## config.mk

```make
export PLATFORM = sky130hd
export DESIGN_NAME = acl_gate_gen
export DESIGN_NICKNAME = d
export VERILOG_FILES = /design/src/rtl/acl_pkg.sv /design/src/rtl/acl_carrier.sv /design/src/rtl/acl_deadband.sv /design/src/rtl/acl_pri_pwm.sv /design/src/rtl/acl_sec_steer.sv /design/src/rtl/acl_gate_gen.sv
export SDC_FILE = /design/constraint.sdc
export NUM_CORES = 1
export LEC_CHECK = 0
export BUFFER_PORTS_ARGS = -buffer_cell sky130_fd_sc_hd__buf_4
export CAP_MARGIN = 10
export CORE_AREA = 2 2 108 110
export DETAILED_ROUTE_END_ITERATION = 10
export DIE_AREA = 0 0 110 112
export SYNTH_ARGS = -nofsm -noshare
export SYNTH_HDL_FRONTEND = slang
export SYNTH_SLANG_ARGS = --single-unit
```

## constraint.sdc

```tcl
create_clock -name clk -period 5.6 [get_ports clk]
set_input_delay 0.84 -clock clk [delete_from_list [all_inputs] [get_ports clk]]
set_output_delay 0.84 -clock clk [all_outputs]
set_load 0.01 [all_outputs]
```

## src/rtl/acl_pkg.sv

```systemverilog
package acl_pkg;
  // smallest legal carrier half-period in cycles
  localparam int unsigned MIN_HALF = 2;
  // number of primary bridge legs
  localparam int unsigned N_LEGS = 2;

  typedef enum logic {
    HALF_FALL = 1'b0,
    HALF_RISE = 1'b1
  } half_e;

  typedef logic [3:0] gate4_t;
endpackage

```

## src/rtl/acl_carrier.sv

```systemverilog
module acl_carrier
  import acl_pkg::*;
#(
  parameter int unsigned CNT_W      = 12,
  parameter int unsigned DEF_PERIOD = 16
) (
  input  logic             clk,
  input  logic             rst_n,
  input  logic [CNT_W-1:0] period_i,
  input  logic [CNT_W-1:0] shift_i,
  output logic [CNT_W-1:0] cnt_o,
  output half_e            half_o,
  output logic [CNT_W-1:0] per_o,
  output logic [CNT_W-1:0] shf_o,
  output logic             bnd_o
);
  localparam logic [CNT_W-1:0] MIN_P = CNT_W'(MIN_HALF);
  localparam logic [CNT_W-1:0] DEF_P =
    (DEF_PERIOD < MIN_HALF) ? MIN_P : CNT_W'(DEF_PERIOD);
  localparam logic [CNT_W-1:0] ONE = CNT_W'(1);

  logic [CNT_W-1:0] cnt_q, per_q, shf_q;
  half_e            half_q;
  logic [CNT_W-1:0] per_nxt, shf_nxt;
  logic             at_top, at_bot;

  always_comb begin
    per_nxt = (period_i < MIN_P) ? MIN_P : period_i;
    shf_nxt = (shift_i > per_nxt) ? per_nxt : shift_i;
  end

  assign at_top = (half_q == HALF_RISE) && (cnt_q == per_q - ONE);
  assign at_bot = (half_q == HALF_FALL) && (cnt_q == ONE);

  always_ff @(posedge clk or negedge rst_n) begin
    if (!rst_n) begin
      cnt_q  <= '0;
      half_q <= HALF_RISE;
      per_q  <= DEF_P;
      shf_q  <= '0;
    end else if (at_top) begin
      cnt_q  <= cnt_q + ONE;
      half_q <= HALF_FALL;
    end else if (at_bot) begin
      cnt_q  <= '0;
      half_q <= HALF_RISE;
      per_q  <= per_nxt;
      shf_q  <= shf_nxt;
    end else if (half_q == HALF_RISE) begin
      cnt_q <= cnt_q + ONE;
    end else begin
      cnt_q <= cnt_q - ONE;
    end
  end

  assign cnt_o  = cnt_q;
  assign half_o = half_q;
  assign per_o  = per_q;
  assign shf_o  = shf_q;
  assign bnd_o  = at_top | at_bot;


  cnt_range_chk: assert property (@(posedge clk) disable iff (!rst_n)
    cnt_q <= per_q);


  reload_valley_chk: assert property (@(posedge clk) disable iff (!rst_n)
    (!$stable(per_q) || !$stable(shf_q)) |-> (cnt_q == '0));
endmodule

```

## src/rtl/acl_deadband.sv

```systemverilog
module acl_deadband #(
  parameter int unsigned DT_W = 6
) (
  input  logic            clk,
  input  logic            rst_n,
  input  logic            raw_i,
  input  logic [DT_W-1:0] dead_i,
  output logic            hi_o,
  output logic            lo_o
);
  logic            lvl_q;
  logic [DT_W-1:0] tmr_q;

  always_ff @(posedge clk or negedge rst_n) begin
    if (!rst_n) begin
      lvl_q <= 1'b0;
      tmr_q <= '0;
    end else if (raw_i != lvl_q) begin
      lvl_q <= raw_i;
      tmr_q <= dead_i;
    end else if (tmr_q != '0) begin
      tmr_q <= tmr_q - DT_W'(1);
    end
  end

  assign hi_o = lvl_q  && (tmr_q == '0);
  assign lo_o = !lvl_q && (tmr_q == '0);
endmodule

```

## src/rtl/acl_pri_pwm.sv

```systemverilog
module acl_pri_pwm
  import acl_pkg::*;
#(
  parameter int unsigned CNT_W = 12,
  parameter int unsigned DT_W  = 6
) (
  input  logic             clk,
  input  logic             rst_n,
  input  logic [CNT_W-1:0] cnt_i,
  input  half_e            half_i,
  input  logic [CNT_W-1:0] per_i,
  input  logic [CNT_W-1:0] shf_i,
  input  logic [DT_W-1:0]  dead_i,
  output gate4_t           pri_o
);
  logic [N_LEGS-1:0] leg_raw, leg_hi, leg_lo;
  logic              rising;

  assign rising = (half_i == HALF_RISE);

  // leg A follows the carrier half; leg B uses a pair of compare values
  assign leg_raw[0] = rising;
  assign leg_raw[1] = rising ? (cnt_i >= shf_i) : (cnt_i > (per_i - shf_i));

  for (genvar g = 0; g < N_LEGS; g++) begin : g_leg
    acl_deadband #(.DT_W(DT_W)) u_db (
      .clk    (clk),
      .rst_n  (rst_n),
      .raw_i  (leg_raw[g]),
      .dead_i (dead_i),
      .hi_o   (leg_hi[g]),
      .lo_o   (leg_lo[g])
    );
    assign pri_o[2*g]   = leg_hi[g];
    assign pri_o[2*g+1] = leg_lo[g];
  end
endmodule

```

## src/rtl/acl_sec_steer.sv

```systemverilog
module acl_sec_steer
  import acl_pkg::*;
(
  input  logic   clk,
  input  logic   rst_n,
  input  logic   pol_i,
  input  logic   bnd_i,
  input  half_e  half_i,
  output gate4_t sec_o
);
  logic pol_q;
  logic rise_s, fall_s;

  always_ff @(posedge clk or negedge rst_n) begin
    if (!rst_n)     pol_q <= 1'b0;
    else if (bnd_i) pol_q <= pol_i;
  end

  assign rise_s = (half_i == HALF_RISE);
  assign fall_s = (half_i == HALF_FALL);

  assign sec_o[0] = fall_s &  pol_q;
  assign sec_o[1] = rise_s &  pol_q;
  assign sec_o[2] = fall_s & ~pol_q;
  assign sec_o[3] = rise_s & ~pol_q;


  pol_bnd_chk: assert property (@(posedge clk) disable iff (!rst_n)
    !$stable(pol_q) |-> $past(bnd_i));
endmodule

```

## src/rtl/acl_gate_gen.sv

```systemverilog
module acl_gate_gen
  import acl_pkg::*;
#(
  parameter int unsigned CNT_W      = 12,
  parameter int unsigned DT_W       = 6,
  parameter int unsigned DEF_PERIOD = 16
) (
  input  logic             clk,
  input  logic             rst_n,
  input  logic [CNT_W-1:0] period_i,
  input  logic [CNT_W-1:0] shift_i,
  input  logic [DT_W-1:0]  dead_i,
  input  logic             pol_i,
  output logic [3:0]       pri_gate_o,
  output logic [3:0]       sec_gate_o
);
  logic [CNT_W-1:0] cnt, per, shf;
  half_e            half;
  logic             bnd;
  gate4_t           pri_d, sec_d, pri_q, sec_q;

  acl_carrier #(.CNT_W(CNT_W), .DEF_PERIOD(DEF_PERIOD)) u_car (
    .clk      (clk),
    .rst_n    (rst_n),
    .period_i (period_i),
    .shift_i  (shift_i),
    .cnt_o    (cnt),
    .half_o   (half),
    .per_o    (per),
    .shf_o    (shf),
    .bnd_o    (bnd)
  );

  acl_pri_pwm #(.CNT_W(CNT_W), .DT_W(DT_W)) u_pri (
    .clk    (clk),
    .rst_n  (rst_n),
    .cnt_i  (cnt),
    .half_i (half),
    .per_i  (per),
    .shf_i  (shf),
    .dead_i (dead_i),
    .pri_o  (pri_d)
  );

  acl_sec_steer u_sec (
    .clk    (clk),
    .rst_n  (rst_n),
    .pol_i  (pol_i),
    .bnd_i  (bnd),
    .half_i (half),
    .sec_o  (sec_d)
  );

  // glitch-free registered outputs, cleared asynchronously
  always_ff @(posedge clk or negedge rst_n) begin
    if (!rst_n) begin
      pri_q <= '0;
      sec_q <= '0;
    end else begin
      pri_q <= pri_d;
      sec_q <= sec_d;
    end
  end

  assign pri_gate_o = pri_q;
  assign sec_gate_o = sec_q;


  leg_overlap_chk: assert property (@(posedge clk) disable iff (!rst_n)
    !(pri_q[0] && pri_q[1]) && !(pri_q[2] && pri_q[3]));


  sec_onehot_chk: assert property (@(posedge clk) disable iff (!rst_n)
    $past(rst_n) |-> ($countones(sec_q) == 1));
endmodule

```

==> results.py, run 1 <==
metrics = {
    "timing": {
        "rsz0062_at_grt": "no",
        "tightest_slew_ns": 1.03,
        "setup_viol": 0,
        "fin_crit_sh_pct": 82.7,
        "slew_headroom_pct": 30.9,
        "tns_ns": 0,
        "hold_viol": 0,
        "finClkSkew_ns": 0.00625,
        "fmax_mhz": 216,
        "min_period_ns": 4.63,
        "drv_slew": 0,
    },
    "die": {
        "die_area_um2": 12300,
        "rows": 39,
        "core-area_um2": 11200,
        "die_h_um": 112,
        "io_pins": 41,
        "dieWidth_um": 110,
        "initial_utilization_pct": 42.9,
    },
    "finish": {
        "fin_cells": 733,
        "num-nets-final": 673,
        "drive_gt1_share_pct": 11.7,
        "multi_input_area_um2": 3040,
        "area_growth_syn_to_layout_pct": 14.1,
        "diodes": 0,
        "fillers": 1074,
        "seqCellArea_um2": 1500,
    },
    "detailed_routing": {
        "drc": 0,
        "drt_first_iter_violations": 230,
        "vias_per_cell": 5.74,
        "avgRoutedWirePerCell_um": 16.4,
        "dr_total_vias": 4208,
        "ant_nets": 0,
        "wl_um": 12000,
        "drt_first_pass_iters": 4,
    },
    "logic_synthesis": {
        "synth_area_um2": 4800,
        "synth-xor-area-share_pct": 6.18,
        "synth_cell_types": 66,
        "yosysTopAreaCellShare_pct": 30.3,
        "synthMuxAreaShare_pct": 3.08,
        "synth.ff_latch_count": 60,
        "synth_top_family_by_area": "compound AO/OA/AOI/OAI gates",
        "synth_area_leader_cell": "dfrtp_1",
        "yosys.area_share.simple_pct": 18.3,
        "ys_seq_area_share_pct": 31.4,
        "netlist_instances": 554,
        "synth_most_common_cell": "dfrtp_1",
        "ys_warn_count": 0,
        "yosys-top-cells-count": "58 x dfrtp_1, 53 x ha_1, 42 x inv_1, 42 x o21ai_0, 41 x nand2_1",
        "synth-compound-area-share_pct": 21.6,
        "synth_area_leaders": "dfrtp_1 30%, ha_1 14%, o21ai_0 4.4%, inv_1 3.3%, a21oi_1 3.2%",
        "synth_nets": 641,
        "avgSynthCellArea_um2": 8.66,
        "yosys.area_share.adder_pct": 14.2,
        "synthFlopType": "dfrtp_1",
        "synth_edf_count": 0,
        "async_flop_share_pct": 100,
    },
    "worst_setup_path": {
        "critPathMaxStageDelay_ns": 0.45,
        "startpoint_type": "register",
        "path_cells": "inv_1 > ha_1 > inv_1 > fa_1 > a21o_1 > a21oi_1 > o21bai_1 > a2111o_1 > a31o_2 > a21oi_1 > xor2_1 > ha_1 > nand2_1 > o21ai_0 > a2111oi_0 > a21oi_1 > xnor2_2 > mux2i_1 > o21ai_0",
        "critPathSlowestCell": "a2111o_1",
        "endpoint_kind": "register",
        "path_common_cell": "a21oi_1",
        "critPathMaxFanout": 7,
        "required_ns": 5.77,
        "crit_type": "register to register",
        "arrival_ns": 4.80,
    },
    "pwr": {
        "p_int_uw": 881,
        "pwr-share-comb_pct": 17.8,
        "p_sw_share_pct": 26.7,
        "power_frac_seq_pct": 39.6,
        "power_leakage_uw": 0.00253,
        "pwr-share-clk_pct": 42.6,
        "power_uw": 1200,
        "p_per_area_nw_per_um2": 220,
        "vdd.ir_drop.worst_mv": 0.223,
        "p_switching_uw": 321,
    },
    "flow_run": {
        "maxCapViolCount": 0,
    },
    "cts": {
        "clkLatencyLatePin_ns": 0.33,
        "numCtsBuffers": 9,
        "htreeDepth": 3,
        "cts.clk_slew.worst_paths_ns": 0.05,
        "cts_setup_buffers": 0,
        "cts_resized": 0,
        "cts_buffer_depth": 2,
        "cts_sinks": 60,
        "holdBufCountCts": 0,
        "cts_root_buf": "clkbuf_16",
        "cts_tree": "built",
    },
    "global_route": {
        "grt_max_degree": 61,
        "overflow": 0,
        "grt_pass1_wl_um": 19900,
        "track_usage_pct": 20.8,
        "antenna_found_initial": 0,
        "grt_pass1_vias": 4127,
    },
    "outcome": {
        "status": "complete, no violations",
    },
    "place": {
        "portBuffers": 40,
        "dp.cells": 718,
        "gp_congestion": 0.818,
        "dpl.hpwl_um": 9240,
    },
    "worst_hold_path": {
        "min_path_type": "register to register",
    },
}
## metrics by stage
stage               worst slack, ns  util (%)  area (µm²)  hold slack, ns
finish                        0.971      49.0        5470           0.454
global route                  0.539      49.0        5470           0.475
CTS                           0.959      49.0        5470           0.460
detailed placement            0.981      46.6        5200           0.455
global placement               1.13      46.6        5200           0.446
floorplan                      1.47         -        4800           0.435
## critical path, delay by kind of cell, from the launching register on
kind            cells  cell delay, ns
compound gates     10            2.12
xor+xnor            2            0.61
fa+ha+maj           3            0.83
buf+inv             2            0.17
flops               1            0.43
mux                 1            0.23
simple gates        1            0.08
## cells by family after synthesis
| group | after synthesis |
|---|---|
| AND/OR/NAND/NOR | 171 |
| AO/OA/AOI/OAI | 157 |
| buffers and inverters | 65 |
| flip-flops | 60 |
| adder cells (fa/ha/maj) | 54 |
| XOR/XNOR | 33 |
| multiplexers | 14 |
## final cells by class
class / count / share of cell area (%)
multi-input combinational: 429 / 55.5
tap: 143 / 3.27
clock inverter: 2 / 0.183
sequential: 60 / 27.5
inverter: 44 / 3.02
clock buffer: 13 / 4.75
timing repair buffer: 42 / 5.76
## flip-flops by register name, summed over array words and instances, names as in the netlist, 2 cells and up
name / count
pri_gate_o: 4
sec_gate_o: 4
u_car.cnt_o: 12
u_car.per_o: 12
u_car.shf_o: 12
u_pri.g_leg.u_db.lvl_q: 2
u_pri.g_leg.u_db.tmr_q: 12
## path summary, 6_finish.rpt
| kind | cells past startpoint | startpoint | to | slack, ns |
|---|---|---|---|---|
| max reg2reg | 19 | u_car.per_o[0]$_DFFE_PN0P_ | u_pri.g_leg[1].u_db.tmr_q[2]$_DFFE_PN0P_ | 0.97 |
| min | 1 | u_pri.g_leg[0].u_db.lvl_q$_DFFE_PN0N_ | pri_gate_o[1]$_DFF_PN0_ | 0.45 |
| min in group asynchronous | 1 | rst_n | pri_gate_o[1]$_DFF_PN0_ | 0.59 |
| max | 19 | u_car.per_o[0]$_DFFE_PN0P_ | u_pri.g_leg[1].u_db.tmr_q[2]$_DFFE_PN0P_ | 0.97 |
| min reg2reg | 1 | u_pri.g_leg[0].u_db.lvl_q$_DFFE_PN0N_ | pri_gate_o[1]$_DFF_PN0_ | 0.45 |
| max in group asynchronous | 1 | rst_n | u_car.per_o[10]$_DFFE_PN0P_ | 4.50 |
## power groups by stage
stage | Sequential (µW) | Clock (µW) | Combinational (µW)
after floorplan | 479 | 0 | 149
after global placement | 482 | 0 | 203
after detailed placement | 483 | 0 | 215
after CTS | 476 | 522 | 216
after global routing | 478 | 539 | 245
final | 476 | 512 | 214
## cell usage in the layout, fill, tap and decap left out, drive strengths merged, types with 4 or more instances in the layout
cell and instances:
o22ai 5, mux2i 8, a221oi 6, o211ai 4, or3 6, and3 5, nor2b 9, a2bb2oi 11
dfrtp 58, a21o 8, clkbuf 13, nand4 9, mux2 6, nand3 10, clkinv 4, nand2 41
a31oi 5, nand2b 7, ha 53, and2 4, xor2 17, nor2 38, buf 42, nor3 15
o21a 16, inv 42, xnor2 16, a21oi 31, nor4 10, o21ai 43, a211oi 4
## routing by layer
| metal | GRT usage, % | vias to the layer above | share of wire [%] |
|---|---|---|---|
| li1 | - | 2077 | - |
| met1 | 25.7 | 2017 | 44 |
| met2 | 35.8 | 98 | 50 |
| met3 | 4.04 | 16 | 4.3 |
| met4 | 6.84 | 0 | 1.7 |
| met5 | 0 | - | 0 |
No activity file was read; power rests on OpenSTA's default activity.
==> run 2, diff against run 1 <==
- clock period: 5.6 -> 3.8 ns (I/O delays scaled with it)
==> results.py, run 2 (synthesis gave the netlist of run 1 again) <==
metrics = {
    "pwr": {
        "p_per_area_nw_per_um2": 319,
        "vdd.ir_drop.worst_mv": 0.237,
        "power_leakage_uw": 0.00268,
    },
    "worst_setup_path": {
        "path_cells": "inv_2 > ha_4 > inv_2 > fa_2 > a21o_1 > a21oi_2 > o21bai_1 > a2111o_1 > a31o_2 > a21oi_2 > xor2_1 > ha_1 > nand2_2 > o21ai_2 > a2111oi_4 > a21oi_2 > xnor2_2 > buf_6 > mux2i_1 > a21oi_1",
        "worstRegToRegCells": 20,
        "required_ns": 4.01,
        "critPathMaxStageDelay_ns": 0.40,
        "path_common_cell": "a21oi_2",
        "critPathSlowestCell": "a2111o_1",
        "critPathMaxFanout": 7,
        "arrival_ns": 4.22,
        "startpoint_type": "register",
        "crit_type": "register to register",
        "endpoint_kind": "register",
    },
    "cts": {
        "clkLatencyLatePin_ns": 0.34,
        "cts.clk_slew.worst_paths_ns": 0.05,
        "htreeDepth": 3,
        "cts_sinks": 60,
        "numCtsBuffers": 9,
        "cts_tree": "built",
        "cts_root_buf": "clkbuf_16",
        "holdBufCountCts": 0,
        "cts_buffer_depth": 2,
    },
    "timing": {
        "min_period_ns": 4.01,
        "setup_viol": 6,
        "drv_slew": 0,
        "tns_ns": -0.969,
        "slew_headroom_pct": 47.3,
        "rsz0062_at_grt": "yes",
        "hold_viol": 0,
        "setup_slack_ns": -0.208,
        "hold_slack_ns": 0.295,
        "fmax_mhz": 249,
        "tightest_slew_ns": 0.784,
        "fin_crit_sh_pct": 105,
        "finClkSkew_ns": 0.00576,
    },
    "outcome": {
        "status": "complete, but fails checks",
        "failed_checks": "setup timing",
    },
    "detailed_routing": {
        "drc": 0,
        "drt_first_iter_violations": 134,
        "ant_nets": 0,
        "wl_um": 12400,
        "dr_total_vias": 4302,
        "avgRoutedWirePerCell_um": 16.4,
        "drt_first_pass_iters": 4,
        "vias_per_cell": 5.65,
    },
    "die": {
        "die_h_um": 112,
        "die_area_um2": 12300,
        "core-area_um2": 11200,
        "io_pins": 41,
        "dieWidth_um": 110,
        "initial_utilization_pct": 42.9,
        "rows": 39,
    },
    "global_route": {
        "overflow": 0,
        "grt_pass1_vias": 4388,
        "grt_max_degree": 61,
        "grt_pass1_wl_um": 21000,
        "track_usage_pct": 21.6,
        "antenna_found_initial": 0,
    },
    "finish": {
        "diodes": 0,
        "area_growth_syn_to_layout_pct": 21.0,
        "drive_gt1_share_pct": 18.6,
        "finalInstanceArea_um2": 5800,
        "layout.cells.most_common": "buf_4",
        "final_cell_mix": "67 x buf_4, 58 x dfrtp_1, 52 x ha_1",
        "final_util_pct": 51.9,
        "num-nets-final": 700,
        "fin_cells": 761,
    },
    "place": {
        "dpl.hpwl_um": 9630,
        "dp.cells": 740,
        "portBuffers": 40,
        "gp_congestion": 0.825,
        "post_dp_cell_area_um2": 5380,
    },
    "worst_hold_path": {
        "min_path_type": "primary input to asynchronous set/reset pin",
    },
    "flow_run": {
        "maxCapViolCount": 0,
    },
}
-- run 2: area by class of cell --
type                       count  area (µm²)
fill                        1032        5370
sequential                    60        1500
clock inverter                 6        63.8
timing repair buffer          69         519
clock buffer                  10         239
tap                          143         179
inverter                      44         165
multi-input combinational    429        3130
-- run 2: worst paths after layout --
check                                                       from                                  endpoint  slack, ns
max                                   u_car.per_o[0]$_DFFE_PN0P_  u_pri.g_leg[1].u_db.tmr_q[1]$_DFFE_PN0P_      -0.21
min                                                        rst_n                u_car.shf_o[3]$_DFFE_PN0P_       0.29
max reg2reg                           u_car.per_o[0]$_DFFE_PN0P_  u_pri.g_leg[1].u_db.tmr_q[1]$_DFFE_PN0P_      -0.21
min reg2reg                u_pri.g_leg[0].u_db.lvl_q$_DFFE_PN0N_                   pri_gate_o[1]$_DFF_PN0_       0.45
max in group asynchronous                                  rst_n                  u_car.cnt_o[0]$_DFF_PN0_       2.97
min in group clk                                           pol_i                   u_sec.pol_q$_DFFE_PN0P_       0.45
-- run 2: per-layer routing --
metal | up-vias | track usage [%] | part of all wire, %
met5 | - | 0 | 0
met4 | 0 | 5.91 | 1.7
met2 | 80 | 35.9 | 50
met1 | 2062 | 28.6 | 45
li1 | 2142 | - | -
met3 | 18 | 3.75 | 3.8
-- run 2: per-stage QoR --
stage	total power (µW)	setup WS, ns
2_1_floorplan	926	-0.222
3_5_place_dp	1040	-0.414
3_3_place_gp	1010	-0.256
6_report	1850	-0.208
4_1_cts	1870	-0.239
5_1_grt	1930	-0.416
-- run 2: worst max-delay path, delay by kind of cell, from the launching register on --
family          cells  cell delay [ns]
compound gates     10             1.86
xor+xnor            2             0.31
flops               1             0.38
mux                 1             0.22
buf+inv             3             0.28
fa+ha+maj           3             0.75
simple gates        1             0.10
-- run 2: timing repair --
action | 4_1_cts | 5_1_grt
endpoints found under the setup margin | 7 | 7
buffers inserted | 2 | 2
gates resized for setup | 9 | 13
gates cloned | 0 | 0
pin swaps | 6 | 6
-- run 2: where the power goes --
part | internal [µW] | switching [µW] | total (µW)
sequential | 676 | 26.4 | 702
clock | 523 | 304 | 828
combinational | 153 | 171 | 324
total | 1350 | 502 | 1850
